<file path="src/rtl/tp_pkg.sv">
package tp_pkg;
   // Per-context condition flags; eligibility needs both clear.
   typedef struct packed {
      logic stalled;
      logic asleep;
   } ctx_flags_t;

   function automatic logic flags_eligible(input ctx_flags_t f);
      return !(f.stalled || f.asleep);
   endfunction
endpackage

</file>
<file path="src/rtl/tp_thread_ctx.sv">
module tp_thread_ctx #(
   parameter int LINE_W = 26
) (
   input  logic              clk,
   input  logic              rst_n,
   input  logic              stall_set,
   input  logic              stall_clr,
   input  logic              arm,
   input  logic [LINE_W-1:0] arm_line,
   input  logic              st_valid,
   input  logic [LINE_W-1:0] st_line,
   output tp_pkg::ctx_flags_t flags
);
   logic              stalled_q;
   logic              asleep_q;
   logic [LINE_W-1:0] watch_q;
   logic              hit;

   assign hit = st_valid && asleep_q && (st_line == watch_q);

   // Stall tracking: a raise in the same cycle as a release wins.
   always_ff @(posedge clk) begin
      if (!rst_n)          stalled_q <= 1'b0;
      else if (stall_set)  stalled_q <= 1'b1;
      else if (stall_clr)  stalled_q <= 1'b0;
   end

   // Monitor: arming takes priority over a coincident store.
   always_ff @(posedge clk) begin
      if (!rst_n) begin
         asleep_q <= 1'b0;
         watch_q  <= '0;
      end else if (arm) begin
         asleep_q <= 1'b1;
         watch_q  <= arm_line;
      end else if (hit) begin
         asleep_q <= 1'b0;
      end
   end

   assign flags.stalled = stalled_q;
   assign flags.asleep  = asleep_q;
endmodule

</file>
<file path="src/rtl/tp_rr_pick.sv">
module tp_rr_pick #(
   parameter int N   = 4,
   parameter int IDW = $clog2(N)
) (
   input  logic [N-1:0]   eligible,
   input  logic [IDW-1:0] ptr,
   output logic           any,
   output logic [N-1:0]   pick_oh,
   output logic [IDW-1:0] pick_id
);
   generate
      if ((N & (N - 1)) == 0) begin : g_pow2
         // Power-of-two count: index wraps by truncation.
         always_comb begin
            any     = 1'b0;
            pick_oh = '0;
            pick_id = '0;
            for (int k = 0; k < N; k++) begin
               logic [IDW-1:0] idx;
               idx = ptr + IDW'(k);
               if (!any && eligible[idx]) begin
                  any          = 1'b1;
                  pick_id      = idx;
                  pick_oh[idx] = 1'b1;
               end
            end
         end
      end else begin : g_mod
         // Arbitrary count: explicit wrap by subtraction.
         always_comb begin
            any     = 1'b0;
            pick_oh = '0;
            pick_id = '0;
            for (int k = 0; k < N; k++) begin
               int idx;
               idx = int'(ptr) + k;
               if (idx >= N) idx = idx - N;
               if (!any && eligible[idx]) begin
                  any          = 1'b1;
                  pick_id      = IDW'(idx);
                  pick_oh[idx] = 1'b1;
               end
            end
         end
      end
   endgenerate
endmodule

</file>
<file path="src/rtl/mt_thread_picker.sv">
module mt_thread_picker #(
   parameter int N          = 4,
   parameter int ADDR_W     = 32,
   parameter int LINE_BYTES = 64,
   localparam int IDW       = $clog2(N),
   localparam int LINE_LSB  = $clog2(LINE_BYTES),
   localparam int LINE_W    = ADDR_W - LINE_LSB
) (
   input  logic              clk,
   input  logic              rst_n,
   input  logic [N-1:0]      stall_set,
   input  logic [N-1:0]      stall_clr,
   input  logic [N-1:0]      mwait_req,
   input  logic [N*ADDR_W-1:0] mwait_addr,
   input  logic              st_valid,
   input  logic [ADDR_W-1:0] st_addr,
   output logic              grant_valid,
   output logic [N-1:0]      grant_oh,
   output logic [IDW-1:0]    grant_id
);
   generate
      if (N < 2) begin : g_bad_n
         $error("mt_thread_picker: N must be at least 2");
      end
      if ((LINE_BYTES & (LINE_BYTES - 1)) != 0) begin : g_bad_line
         $error("mt_thread_picker: LINE_BYTES must be a power of two");
      end
      if (LINE_LSB >= ADDR_W) begin : g_bad_addr
         $error("mt_thread_picker: ADDR_W too small for LINE_BYTES");
      end
   endgenerate

   tp_pkg::ctx_flags_t flags [N];
   logic [N-1:0]       eligible;
   logic [IDW-1:0]     ptr_q;
   logic [LINE_W-1:0]  st_line;

   assign st_line = st_addr[ADDR_W-1:LINE_LSB];

   logic unused_low_bits;
   assign unused_low_bits = ^st_addr[LINE_LSB-1:0];

   genvar gi;
   generate
      for (gi = 0; gi < N; gi++) begin : g_ctx
         logic [ADDR_W-1:0] arm_addr;
         logic              unused_arm_low;
         assign arm_addr       = mwait_addr[gi*ADDR_W +: ADDR_W];
         assign unused_arm_low = ^arm_addr[LINE_LSB-1:0];

         tp_thread_ctx #(.LINE_W(LINE_W)) u_ctx (
            .clk       (clk),
            .rst_n     (rst_n),
            .stall_set (stall_set[gi]),
            .stall_clr (stall_clr[gi]),
            .arm       (mwait_req[gi]),
            .arm_line  (arm_addr[ADDR_W-1:LINE_LSB]),
            .st_valid  (st_valid),
            .st_line   (st_line),
            .flags     (flags[gi])
         );
         assign eligible[gi] = tp_pkg::flags_eligible(flags[gi]);
      end
   endgenerate

   tp_rr_pick #(.N(N), .IDW(IDW)) u_pick (
      .eligible (eligible),
      .ptr      (ptr_q),
      .any      (grant_valid),
      .pick_oh  (grant_oh),
      .pick_id  (grant_id)
   );

   // Rotation pointer: moves past the granted thread, holds when idle.
   always_ff @(posedge clk) begin
      if (!rst_n)
         ptr_q <= '0;
      else if (grant_valid)
         ptr_q <= (grant_id == IDW'(N - 1)) ? '0 : grant_id + 1'b1;
   end
endmodule

</file>
<file path="config.mk">
export PLATFORM = sky130hd
export DESIGN_NAME = mt_thread_picker
export DESIGN_NICKNAME = d
export VERILOG_FILES = /design/src/rtl/tp_pkg.sv /design/src/rtl/tp_thread_ctx.sv /design/src/rtl/tp_rr_pick.sv /design/src/rtl/mt_thread_picker.sv
export SDC_FILE = /design/constraint.sdc
export NUM_CORES = 1
export LEC_CHECK = 0
export ABC_CLOCK_PERIOD_IN_PS = 2900
export CAP_MARGIN = 30
export CORE_ASPECT_RATIO = 0.6
export CORE_MARGIN = 3
export CORE_UTILIZATION = 47
export CTS_CLUSTER_SIZE = 24
export DETAILED_ROUTE_END_ITERATION = 8
export PLACE_DENSITY = 0.8
export SLEW_MARGIN = 5
export SYNTH_ARGS = -nofsm -noshare
export SYNTH_HDL_FRONTEND = slang
export SYNTH_SLANG_ARGS = --single-unit
</file>
<file path="constraint.sdc">
create_clock -name clk -period 2.9 [get_ports clk]
set_input_delay 0.29 -clock clk [delete_from_list [all_inputs] [get_ports clk]]
set_output_delay 0.29 -clock clk [all_outputs]
set_load 0.02 [all_outputs]
</file>
==> reports/results.txt, run 1 <==
Clock period minus worst slack - 2820 ps
Post-CTS setup buffer count - 0
Synth Instances - 589
Initial antenna violation count - 0
# Max-Cap Violations - 0
Global routing met3 resource utilization - 0.0692
Hpwl dp - 13,300 µm
Critical R2R Capture - ptr_q[1]$_SDFFE_PN0P_
CTS Buf Count - 17
Critical path cell sequence - inv_2 > ha_1 > or4_4 > a2111oi_4 > or2_4 > a22oi_1 > o21ai_1 > buf_2
Placed inst area - 0.00762 mm²
Reg power frac - 0.333
Mapped Area - 0.00593 mm²
Logic pwr share - 0.286
Layout cells sized above 1 - 0.0935
Routed WL - 17,700 µm
Bufs and invs on worst path - 2
DRC viols - 0
Placer Congestion - 0.881
Slew HR - 0.442
GR Overflow Total - 0
Rows - 31
Mux cell area share after synthesis - 0.185
Synthesis-to-finish area growth - 38.0%
Cell-internal power - 3.75 mW
Drt wl/cell - 19.4 µm
Vias/cell - 5.24
CTS H-tree depth - 4
Worst path depth - 8
Min-Delay Path Class - in -> reg
Ys Warns - 0
Setup WS post-layout - 83.9 ps
Compound-Gate Fraction of Synth Area - 0.0481
Most common library cell in the layout ignoring fill and taps - clkdlybuf4s50_1
Max-slew violation count - 0
Crit Path Max Fanout - 4
Post-Synth Simple-Gate Area - 0.185
Power Density - 644 mW/mm²
Fmax - 355 MHz
Setup Skew - 6.63 ps
Met1 usage - 0.371
Fin crit share - 0.971
Min Hold Slack - 482 ps
Clk pwr share - 0.381
WHS Path Cells - 2
Crit path arrival time - 2530 ps
Post-route cell area - 0.00819 mm²
Busiest layer in global routing - met1
Register-to-Register Path Depth - 9
Sw frac - 0.289
Vias in the first global route - 4,852
Min-Delay Startpoint - stall_set[3]
# setup viols final - 0
Die Wd - 151 µm
Flops & latches, synth - 114
Final Hold Vio Count - 0
Status - complete, no violations
Slowest-stage cell, CP - or4_4
Nets - 921
Largest family of logic cells by synthesized area - multiplexers
Core area - 0.0122 mm²
Top cell family by delay on the critical path - simple AND/OR/NAND/NOR gates
P_sw - 1.52 mW
VDD IR max - 0.000384 V
Crit path kind - reg -> out
Most frequent cells in the layout - 145 x clkdlybuf4s50_1, 114 x dfxtp_1, 112 x nor2b_1
Ports - 182
I/O Buffers - 151
GR Util met2 - 0.370
Mapped Avg Cell Area - 10.1 µm²
Pre-CTS setup slack - -9.45 ps
Clock transition at path regs - 50 ps
Yosys cell types - 43
Syn_nets - 771
CP max stage delay - 500 ps
Root Buffer - clkbuf_16
First-pass GRT wire length - 26,500 µm
Largest net degree at the start of global routing - 55
Ant diodes - 0
Actual slew at the worst max-slew pin - 837 ps
P_leak - 3.32 nW
Adder-Cell Fraction of Synth Area - 0.0148
1st-pass router iterations - 6
Worst skew pair latency - 410 ps
Longest Clk Path Bufs - 2
Post-Synth XOR/XNOR Area - 0.154
Gr usage total - 0.255
Starting Density - 0.487
DIE HEIGHT - 93.0 µm
Total number of vias - 4,786
Drt initial violations - 289
Final ANT Viol Nets - 0
Min-Delay Endpoint - g_ctx[3].u_ctx.stalled_q$_SDFFE_PN0P_
CTS tree - built
Reg-to-reg slack, setup - 670 ps
Register area share after synthesis - 0.385
Total die area - 0.0140 mm²
CP Capture Type - output port
WP data required - 2610 ps
CTS sink cnt - 114
Crit path launch type - flop
RSZ-0062 raised after global routing - false
state kept, by name (all words and copies together) (netlist names), named ones only:
signal / cells
g_ctx.u_ctx.watch_q: 104
g_ctx.u_ctx.asleep_q: 4
g_ctx.u_ctx.stalled_q: 4
ptr_q: 1
metrics by stage:
step | instances | setup TNS [ps] | power, mW | utilization
floorplan | 589 | 0 | 2.70 | -
global placement | 885 | 0 | 3.26 | 0.626
detailed placement | 885 | -9.92 | 3.29 | 0.626
CTS | 914 | 0 | 5.25 | 0.671
global route | 914 | 0 | 5.48 | 0.672
finish | 914 | 0 | 5.27 | 0.672
Yosys cell counts (all sizes together):
library cell  number  share of area
nor2b            112           0.12
a22oi              8          0.010
a221oi             1         0.0015
nand2b             1         0.0023
xor2              44          0.065
dfxtp            114           0.38
a211oi             1         0.0013
o21ai              6         0.0051
a21oi              8         0.0068
nor3               6         0.0051
ha                 7          0.015
nand2              3         0.0019
and4               2         0.0034
a2111oi            2         0.0061
mux4               2         0.0076
o311ai             1         0.0015
o21a               5         0.0063
o22a               1         0.0017
a211o              1         0.0015
a2bb2o             1         0.0017
mux2i            105           0.18
xnor2             60          0.089
nand4             20          0.021
nand3b             1         0.0013
nor2              11         0.0082
or4                1         0.0019
a21o               1         0.0013
clkbuf            31          0.020
nor4b              1         0.0015
nor4              14          0.016
buf                6         0.0051
inv                7         0.0044
or2                2         0.0021
o21ba              2         0.0034
nor3b              1         0.0021
repair_timing:
item / CTS / global route
hold buffers: 0 / 0
resized for setup: 19 / 4
setup endpoints to repair: 5 / 6
cloned: 0 / 0
pin swaps: 1 / 2
power groups by stage:
stage	logic, mW	registers [mW]	clock network, mW
after floorplan	0.916	1.78	0
after global placement	1.48	1.78	0
after detailed placement	1.51	1.78	0
after CTS	1.47	1.75	2.03
after global routing	1.62	1.77	2.10
final	1.51	1.76	2.01
worst max path at each step:
| stage | start | endpoint |
|---|---|---|
| detailed placement | flop | grant_oh[0] |
| global placement | flop | grant_oh[3] |
| CTS | flop | grant_id[0] |
| finish | flop | grant_oh[1] |
| global route | flop | grant_oh[0] |
| floorplan | flop | grant_oh[0] |
per-layer routing:
layer | vias to the layer above | routed length [µm] | part of all wire
met5 | - | 0 | 0
met4 | 0 | 301 | 0.017
met3 | 28 | 1400 | 0.079
met2 | 207 | 7260 | 0.41
met1 | 2244 | 8720 | 0.49
li1 | 2307 | - | -
cell families (layout without fill, tap and decap cells):
kind of cell / Yosys count / after routing
XOR/XNOR: 104 / 104
flip-flops: 114 / 114
AO/OA/AOI/OAI: 38 / 38
adder cells (fa/ha/maj): 7 / 7
multiplexers: 107 / 107
buffers and inverters: 44 / 204
AND/OR/NAND/NOR: 175 / 175
cell type report:
cell class,count,area [µm²]
Fill cell,937,3990
Multi-Input combinational cell,431,3490
Sequential cell,114,2280
Timing Repair Buffer,168,1610
Clock buffer,23,488
Tap cell,165,206
Clock inverter,6,80.1
Inverter,7,26.3
Power figures use the tool's default switching activity.
==> run 2: changes to the inputs <==
Settings changed: CORE_UTILIZATION 47 to 46, PLACE_DENSITY 0.8 to 0.83.
==> run 2 against run 1 <==
Against the previous run: clock skew hardly changed; cell count is 0.11% lower; wire length is 1.6% higher; sequential share of layout area is 0.18 points lower; critical endpoint is now grant_oh[3]; highest routed layer unchanged.
==> reports/results.txt, run 2 (same netlist as run 1, synthesis figures left out) <==
Status - complete, no violations
Routed WL - 18,000 µm (+1.6%)
Longest Clk Path Bufs - 2 (unchanged)
Final Hold Vio Count - 0 (unchanged)
Crit path kind - reg -> out
Most flops, register - g_ctx.u_ctx.watch_q
Ports - 182 (unchanged)
CP Capture Type - output port
Layout cells sized above 1 - 0.0909 (-0.00255)
Largest net degree at the start of global routing - 54 (-1.8%)
Min-Delay Path Class - in -> reg
Total number of vias - 4,855 (+1.4%)
Most common library cell in the layout ignoring fill and taps - clkdlybuf4s50_1
Most frequent cells in the layout - 144 x clkdlybuf4s50_1, 114 x dfxtp_1, 112 x nor2b_1
Setup Skew - 6.54 ps (-0.0886 ps)
CTS tree - built
Drt initial violations - 358 (+24%)
Pre-CTS setup slack - 11.4 ps (+20.8 ps)
GR Overflow Total - 0 (unchanged)
CTS Hold Bufs - 0 (unchanged)
Crit path arrival time - 2450 ps (-80 ps)
Fmax - 365 MHz (+2.7%)
DRC viols - 0 (unchanged)
# Max-Cap Violations - 0 (unchanged)
Final Non-Filler Cells - 913 (-0.11%)
Ant diodes - 0 (unchanged)
# setup viols final - 0 (unchanged)
Crit path launch type - flop
Power Density - 670 mW/mm² (+4.0%)
VDD IR max - 0.000409 V (+6.6%)
Setup WS post-layout - 157 ps (+72.8 ps)
Drt wl/cell - 19.7 µm (+1.7%)
Post-route cell area - 0.00824 mm² (+0.64%)
CTS Buf Count - 17 (unchanged)
Placed inst area - 0.00761 mm² (-0.23%)
Fin crit share - 0.946 (-0.0251)
Final ANT Viol Nets - 0 (unchanged)
Max FFs per register - 104 (unchanged)
Actual slew at the worst max-slew pin - 762 ps (-75.3 ps)
Vias/cell - 5.32 (+1.6%)
RSZ-0062 raised after global routing - false
CTS H-tree depth - 4 (unchanged)
First-pass GRT wire length - 27,600 µm (+4.2%)
CTS sink cnt - 114 (unchanged)
Synthesis-to-finish area growth - 38.9%
Clock transition at path regs - 50 ps (about the same)
Slew HR - 0.492 (+0.0502)
Root Buffer - clkbuf_16
1st-pass router iterations - 5 (-1)
Pwr Total - 5.52 mW (+4.7%)
I/O Buffers - 151 (unchanged)
Clock period minus worst slack - 2740 ps (-72.8 ps)
P_leak - 3.35 nW (+0.64%)
Max-slew violation count - 0 (unchanged)
Setup TNS Final - 0 ps (unchanged)
WP data required - 2610 ps (about the same)
Nets - 917 (-0.43%)
Starting Density - 0.481 (-0.00613)
Gr usage total - 0.254 (-0.000861)
Crit Path Max Fanout - 9 (+5)
Initial antenna violation count - 0 (unchanged)
Total die area - 0.0143 mm² (+2.1%)
Placer Congestion - 0.919 (+4.3%)
Core area - 0.0123 mm² (+1.3%)
Largest regs - g_ctx.u_ctx.watch_q (104), g_ctx.u_ctx.asleep_q (4), g_ctx.u_ctx.stalled_q (4)
DIE HEIGHT - 94.0 µm (+1.0%)
Hpwl dp - 13,500 µm (+1.3%)
Rows - 31 (unchanged)
Vias in the first global route - 4,921 (+1.4%)
Cells after DPL - 881 (-0.45%)
Worst skew pair latency - 410 ps (about the same)
Die Wd - 153 µm (+1.0%)
-- run 2: area by class of cell --
type                            count  area [µm²]
Sequential cell                   114        2280
Inverter                            7        26.3
Clock buffer                       22         474
Tap cell                          165         206
Clock inverter                     10         155
Fill cell                         947        4100
Timing Repair Buffer              164        1600
Multi-Input combinational cell    431        3500
-- run 2: worst paths after layout --
kind                                           startpoint                                      end  slack, ps  cells past startpoint
setup / recovery                    ptr_q[1]$_SDFFE_PN0P_                              grant_oh[3]        160                     10
hold / removal                               stall_set[2]    g_ctx[2].u_ctx.stalled_q$_SDFFE_PN0P_        480                      2
setup reg to reg                    ptr_q[1]$_SDFFE_PN0P_                    ptr_q[1]$_SDFFE_PN0P_        670                      9
hold reg to reg   g_ctx[2].u_ctx.watch_q[19]$_SDFFE_PN0P_  g_ctx[2].u_ctx.watch_q[19]$_SDFFE_PN0P_        530                      2
-- run 2: what timing repair did --
item	CTS	global route
endpoints found under the setup margin	5	6
pin swaps	1	2
gates resized for setup	20	5
setup buffers	0	0
-- run 2: metal layers --
metal	part of all wire	vias to the layer above	GRT usage
li1	-	2304	-
met1	0.47	2301	0.354
met2	0.42	222	0.379
met3	0.097	28	0.0778
met4	0.012	0	0.0771
met5	0	-	0
-- run 2: per-stage QoR --
stage	util	hold WS, ps
after global placement	0.617	517
after global routing	0.668	485
after detailed placement	0.617	527
final	0.668	483
after floorplan	-	414
after CTS	0.666	470
-- run 2: critical path, cell delays in order (launching register included) --
cell and delay (ps):
dfxtp_1 330, inv_1 70, ha_4 290, buf_6 130
nor2_1 40, nor4b_1 140, a2bb2o_1 330, or2_4 280
a22oi_1 190, o21ai_1 90, buf_2 160
-- run 2: power breakdown --
group / leakage [nW] / internal, mW / switching (mW)
clock: 0.306 / 1.50 / 0.721
combinational: 2.10 / 0.759 / 0.785
sequential: 0.943 / 1.68 / 0.0783
